File: src/rtl/dma_irq_pkg.sv
package dma_irq_pkg;

    localparam int REG_W    = 32;
    localparam int EVT_W    = 15;
    localparam int ST_W     = 3;
    localparam int ASUM_POS = 15;
    localparam int NSUM_POS = 16;

    // Group membership over the event positions
    localparam logic [EVT_W-1:0] NORM_GRP = EVT_W'(15'h4045);
    localparam logic [EVT_W-1:0] ABN_GRP  = EVT_W'(15'h27BA);
    localparam logic [EVT_W-1:0] EVT_LIVE = NORM_GRP | ABN_GRP;

    // Bits of the enable word that hold storage
    localparam logic [REG_W-1:0] IEN_KEEP =
        {{(REG_W-NSUM_POS-1){1'b0}}, 2'b11, EVT_LIVE};

    typedef enum logic [ST_W-1:0] {
        TXS_STOP  = 3'b000,
        TXS_FETCH = 3'b001,
        TXS_WAIT  = 3'b010,
        TXS_READ  = 3'b011,
        TXS_SUSP  = 3'b110,
        TXS_CLOSE = 3'b111
    } tx_proc_e;

    typedef enum logic [ST_W-1:0] {
        RXS_STOP  = 3'b000,
        RXS_FETCH = 3'b001,
        RXS_WAIT  = 3'b011,
        RXS_SUSP  = 3'b100,
        RXS_CLOSE = 3'b101,
        RXS_XFER  = 3'b111
    } rx_proc_e;

    typedef struct packed {
        logic [REG_W-EVT_W-2-2*ST_W-1:0] rsvd;
        logic [ST_W-1:0]                 tx_st;
        logic [ST_W-1:0]                 rx_st;
        logic                            nsum;
        logic                            asum;
        logic [EVT_W-1:0]                evt;
    } status_view_t;

    function automatic logic grp_hit(input logic [EVT_W-1:0] st,
                                     input logic [EVT_W-1:0] en,
                                     input logic [EVT_W-1:0] grp);
        return |(st & en & grp);
    endfunction

endpackage

File: src/rtl/dma_irq_status_bank.sv
module dma_irq_status_bank
    import dma_irq_pkg::*;
(
    input  logic             clk,
    input  logic             rst,
    input  logic [EVT_W-1:0] evt_i,
    input  logic [EVT_W-1:0] clr_i,
    output logic [EVT_W-1:0] status_o
);
    logic [EVT_W-1:0] status_q;
    logic [EVT_W-1:0] evt_live;

    assign evt_live = evt_i & EVT_LIVE;

    always_ff @(posedge clk) begin
        if (rst) status_q <= '0;
        else     status_q <= ((status_q & ~clr_i) | evt_live) & EVT_LIVE;
    end

    assign status_o = status_q;

    // bits not being cleared stay set
    a_r2_sticky: assert property (@(posedge clk) disable iff (rst)
        !$past(rst) |-> ((status_q & $past(status_q & ~clr_i)) == $past(status_q & ~clr_i)));

    // a live event always lands, even against a clear
    a_r3_event_wins: assert property (@(posedge clk) disable iff (rst)
        !$past(rst) |-> ((status_q & $past(evt_live)) == $past(evt_live)));

    // a clear without an event drops the bit
    a_r2_clear_takes: assert property (@(posedge clk) disable iff (rst)
        !$past(rst) |-> ((status_q & $past(clr_i & ~evt_live)) == '0));

    // unassigned positions never hold a one
    a_r4_holes_zero: assert property (@(posedge clk) disable iff (rst)
        (status_q & ~EVT_LIVE) == '0);

endmodule

File: src/rtl/dma_irq_summary.sv
module dma_irq_summary
    import dma_irq_pkg::*;
(
    input  logic             clk,
    input  logic             rst,
    input  logic [EVT_W-1:0] status_i,
    input  logic [EVT_W-1:0] ien_i,
    input  logic             nsum_en_i,
    input  logic             asum_en_i,
    output logic             nsum_o,
    output logic             asum_o,
    output logic             irq_o
);
    logic irq_q;

    assign nsum_o = grp_hit(status_i, ien_i, NORM_GRP);
    assign asum_o = grp_hit(status_i, ien_i, ABN_GRP);

    always_ff @(posedge clk) begin
        if (rst) irq_q <= 1'b0;
        else     irq_q <= (nsum_o & nsum_en_i) | (asum_o & asum_en_i);
    end

    assign irq_o = irq_q;

    // normal summary only from a set normal-group bit
    a_r5_nsum_source: assert property (@(posedge clk) disable iff (rst)
        nsum_o |-> |(status_i & NORM_GRP));

    // abnormal summary only from a set abnormal-group bit
    a_r6_asum_source: assert property (@(posedge clk) disable iff (rst)
        asum_o |-> |(status_i & ABN_GRP));

    // with nothing enabled and pending, irq is low next cycle
    a_r9_irq_quiet: assert property (@(posedge clk) disable iff (rst)
        !(|(status_i & ien_i)) |=> !irq_o);

endmodule

File: src/rtl/dma_irq_state_capture.sv
module dma_irq_state_capture
    import dma_irq_pkg::*;
(
    input  logic            clk,
    input  logic            rst,
    input  logic [ST_W-1:0] tx_i,
    input  logic [ST_W-1:0] rx_i,
    output logic [ST_W-1:0] tx_o,
    output logic [ST_W-1:0] rx_o
);
    tx_proc_e tx_q;
    rx_proc_e rx_q;

    always_ff @(posedge clk) begin
        if (rst) begin
            tx_q <= TXS_STOP;
            rx_q <= RXS_STOP;
        end else begin
            tx_q <= tx_proc_e'(tx_i);
            rx_q <= rx_proc_e'(rx_i);
        end
    end

    assign tx_o = tx_q;
    assign rx_o = rx_q;

    // fields follow their inputs one cycle later
    a_r7_state_track: assert property (@(posedge clk) disable iff (rst)
        !$past(rst) |-> (tx_o == $past(tx_i) && rx_o == $past(rx_i)));

endmodule

File: src/rtl/dma_irq_ctrl.sv
module dma_irq_ctrl
    import dma_irq_pkg::*;
(
    input  logic             clk,
    input  logic             rst,
    input  logic             reg_sel,
    input  logic             reg_wr,
    input  logic [REG_W-1:0] reg_wdata,
    output logic [REG_W-1:0] reg_rdata,
    input  logic [EVT_W-1:0] evt_pulse,
    input  logic [ST_W-1:0]  tx_state,
    input  logic [ST_W-1:0]  rx_state,
    output logic             irq
);
    logic [REG_W-1:0] ien_q;
    logic [EVT_W-1:0] clr_bits;
    logic [EVT_W-1:0] status_w;
    logic [ST_W-1:0]  tx_w;
    logic [ST_W-1:0]  rx_w;
    logic             nsum_w;
    logic             asum_w;
    status_view_t     view;

    assign clr_bits = (reg_wr && !reg_sel) ? (reg_wdata[EVT_W-1:0] & EVT_LIVE) : '0;

    always_ff @(posedge clk) begin
        if (rst)                  ien_q <= '0;
        else if (reg_wr && reg_sel) ien_q <= reg_wdata & IEN_KEEP;
    end

    dma_irq_status_bank u_bank (
        .clk      (clk),
        .rst      (rst),
        .evt_i    (evt_pulse),
        .clr_i    (clr_bits),
        .status_o (status_w)
    );

    dma_irq_summary u_sum (
        .clk       (clk),
        .rst       (rst),
        .status_i  (status_w),
        .ien_i     (ien_q[EVT_W-1:0]),
        .nsum_en_i (ien_q[NSUM_POS]),
        .asum_en_i (ien_q[ASUM_POS]),
        .nsum_o    (nsum_w),
        .asum_o    (asum_w),
        .irq_o     (irq)
    );

    dma_irq_state_capture u_state (
        .clk  (clk),
        .rst  (rst),
        .tx_i (tx_state),
        .rx_i (rx_state),
        .tx_o (tx_w),
        .rx_o (rx_w)
    );

    always_comb begin
        view       = '0;
        view.tx_st = tx_w;
        view.rx_st = rx_w;
        view.nsum  = nsum_w;
        view.asum  = asum_w;
        view.evt   = status_w;
    end

    assign reg_rdata = reg_sel ? ien_q : view;

    // enable word never stores outside its kept bits
    a_r8_ien_mask: assert property (@(posedge clk) disable iff (rst)
        (ien_q & ~IEN_KEEP) == '0);

    // everything is clear in the first cycle after reset
    a_r10_reset_clear: assert property (@(posedge clk)
        $past(rst) |-> (status_w == '0 && ien_q == '0 && !irq));

endmodule

File: config.mk
export PLATFORM = sky130hd
export DESIGN_NAME = dma_irq_ctrl
export DESIGN_NICKNAME = d
export VERILOG_FILES = /design/src/rtl/dma_irq_pkg.sv /design/src/rtl/dma_irq_status_bank.sv /design/src/rtl/dma_irq_summary.sv /design/src/rtl/dma_irq_state_capture.sv /design/src/rtl/dma_irq_ctrl.sv
export SDC_FILE = /design/constraint.sdc
export NUM_CORES = 1
export LEC_CHECK = 0
export BUFFER_PORTS_ARGS = -buffer_cell sky130_fd_sc_hd__buf_2
export CAP_MARGIN = 20
export CORE_MARGIN = 4
export CORE_UTILIZATION = 47
export CTS_CLUSTER_DIAMETER = 50
export DETAILED_ROUTE_END_ITERATION = 8
export PLACE_DENSITY = 0.94
export SLEW_MARGIN = 10
export SYNTH_ARGS = -nofsm -noshare
export SYNTH_HDL_FRONTEND = slang
export SYNTH_SLANG_ARGS = --single-unit
File: constraint.sdc
create_clock -name clk -period 1.8 [get_ports clk]
set_input_delay 0.36 -clock clk [delete_from_list [all_inputs] [get_ports clk]]
set_output_delay 0.36 -clock clk [all_outputs]
set_load 0.02 [all_outputs]
==> out/metrics.yaml <==
die_area_um2: 4384
initial_core_util_pct: 50.52
fillers: 276
crit_required_ps: 1440
cp-start-kind: "flop"
wl_per_cell_um: 12.17
drive_gt1_share_pct: 38.55
critPathArrivalTime_ps: 1490
gp_congestion: 0.7282
die-width_um: 66.22
multi_input_comb_area_um2: 784.5
syn_area_per_cell_um2: 8.563
cts_sinks: 35
fin_nets: 306
place_area_um2: 1879
ys_seq_elements: 35
p_leak_uw: 0.0009178
dpl.cell_count: 282
status: "finished with violations"
via_count: 1426
min_path_type: "input port to flop"
die_y_um: 66.22
firstDrtPassIters: 5
ys_seq_area_share_pct: 43.99
critPathKind: "flop to primary output"
crit_fanout: 3
area_growth_syn_to_layout_pct: 24.67
whs_ps: 220.2
final.setup.tns_ps: -45.41
regArea_um2: 706.9
grt_overflow: 0
total_power_uw: 1576
dp_hpwl_um: 2543
cts_made_buffers: 5
tightest_slew_ps: 536.3
clock_path_buffers: 2
grt_max_degree: 33
antenna_found_initial: 0
fin_cells: 293
maxCapViolations: 0
ir_drop_mv: 0.5139
fin_crit_sh_pct: 102.5
skew_ps: 11.78
rsz0062_at_grt: "yes"
core_um2: 3153
drt-initial-drc-count: 52
cts_max_level: 2
row_count: 20
antenna_left: 0
setup_viol: 1
cp-startpoint: "u_bank.status_o[3]$_SDFF_PP0_"
portBuffers: 59
worstHoldStart: "evt_pulse[0]"
violations: "setup timing"
cts_tree: "done"
grt_pass1_wl_um: 5609
antenna_cells: 0
maxSlewHeadroom_pct: 64.25
design_area_um2: 1986
final_max_slew_viol_count: 0
io_pins: 90
syn_inst: 186
via_per_inst: 4.867
clkSlewWorstSetupHoldPaths_ps: 100
routed_wl_um: 3565
period_needed_ps: 1845
ctsRootBufferMaster: "clkbuf_4"
yosys_warnings: 0
finalWorstSetupSlack_ps: -45.41
r2r_start: "u_bank.status_o[3]$_SDFF_PP0_"
yosys.cell_types.count: 22
netlist_area_um2: 1593
cp-end-kind: "primary output"
clkLatencyLatePin_ps: 340
track_usage_pct: 16.96
p_per_area_nw_per_um2: 793.5
finalHoldViolCount: 0
grt_pass1_vias: 1315
clock.fmax_mhz: 541.9
drcViolationCount: 0
[repair_timing]
action                                  4_1_cts  5_1_grt
pin swaps                                     1        3
endpoints found under the setup margin        1        2
resized for setup                             3        6
hold buffers                                  0        0
buffers inserted                              2        2
[critical path, cell delays in order (launching register included)]
cell and delay, ps:
dfxtp_2 350, a222oi_1 380, nand2b_1 90, a2bb2oi_1 140
buf_4 190
[cells in the mapped netlist]
cell | instances | area share (%)
clkbuf_1 | 3 | 0.71
nand2b_1 | 1 | 0.39
conb_1 | 1 | 0.24
and2_1 | 1 | 0.39
a21oi_1 | 28 | 8.8
a222oi_1 | 1 | 0.63
nand2_1 | 32 | 7.5
nor2_1 | 14 | 3.3
mux2_2 | 14 | 9.9
nor3_1 | 1 | 0.31
buf_4 | 12 | 5.7
inv_1 | 1 | 0.24
buf_2 | 6 | 1.9
nor2b_1 | 13 | 5.1
dfxtp_1 | 35 | 44
buf_1 | 1 | 0.24
a221o_1 | 1 | 0.63
a2bb2oi_1 | 1 | 0.55
buf_6 | 1 | 0.71
a22oi_1 | 5 | 2.4
nand3_1 | 1 | 0.31
nand3b_1 | 13 | 6.1
[per-layer routing]
layer / GRT usage [%] / up-vias / part of all wire [%]
li1: - / 730 / -
met5: 0 / - / 0
met2: 28.62 / 50 / 49
met1: 18.98 / 639 / 42
met3: 6.463 / 7 / 8.0
met4: 6.853 / 0 / 1.4
[report_power, final]
group	internal [µW]	switching, µW
Sequential	820	28.0
Combinational	131	166
Clock	181	251
Total	1130	444
[state kept, by name (all words and copies together), names as in the netlist]
name             count
u_bank.status_o     13
u_state.tx_o         3
u_sum.irq_o          1
u_state.rx_o         3
ien_q               15
[final cells by class]
| class | count | area share [%] |
|---|---|---|
| multi-input combinational | 137 | 39.51 |
| sequential | 35 | 35.60 |
| timing repair buffer | 69 | 19.09 |
| clock inverter | 1 | 0.2520 |
| clock buffer | 6 | 2.583 |
| inverter | 1 | 0.1890 |
| tap | 44 | 2.773 |
[stage by stage]
stage	setup slack, ps	utilization [%]
2_1_floorplan	358.9	-
3_3_place_gp	74.74	59.60
3_5_place_dp	87.12	59.60
4_1_cts	-52.91	62.02
5_1_grt	-131.9	62.98
6_report	-45.41	62.98
[placed cells by master (no fill, tap or decap), drive strengths merged]
| cell type | synthesis | routed |
|---|---|---|
| a21oi | 28 | 28 |
| a221o | 1 | 1 |
| a222oi | 1 | 1 |
| a22oi | 5 | 5 |
| a2bb2oi | 1 | 1 |
| and2 | 1 | 1 |
| buf | 20 | 69 |
| clkbuf | 3 | 6 |
| clkinv | 0 | 1 |
| conb | 1 | 11 |
| dfxtp | 35 | 35 |
| inv | 1 | 1 |
| mux2 | 14 | 14 |
| nand2 | 32 | 32 |
| nand2b | 1 | 1 |
| nand3 | 1 | 1 |
| nand3b | 13 | 13 |
| nor2 | 14 | 14 |
| nor2b | 13 | 13 |
| nor3 | 1 | 1 |
[path summary, 6_finish.rpt]
path,end,cells past startpoint,slack (ps)
min,u_bank.status_o[0]$_SDFF_PP0_,3,220
max reg2reg,u_sum.irq_o$_SDFF_PP0_,4,510
max,reg_rdata[15],4,-50
min reg2reg,ien_q[15]$_SDFFE_PP0P_,2,470
[cells by family (layout without fill, tap and decap cells)]
| logic type | count (synthesis) | count (layout) | synth area share [%] |
|---|---|---|---|
| and+or+nand+nor | 76 | 76 | 23.49 |
| AOI/OAI and AO/OA | 36 | 36 | 12.96 |
| DFF | 35 | 35 | 43.99 |
| buffers and inverters | 24 | 77 | 9.426 |
| muxes | 14 | 14 | 9.898 |
| other | 1 | 11 | 0.2354 |
Power figures use the tool's default switching activity.
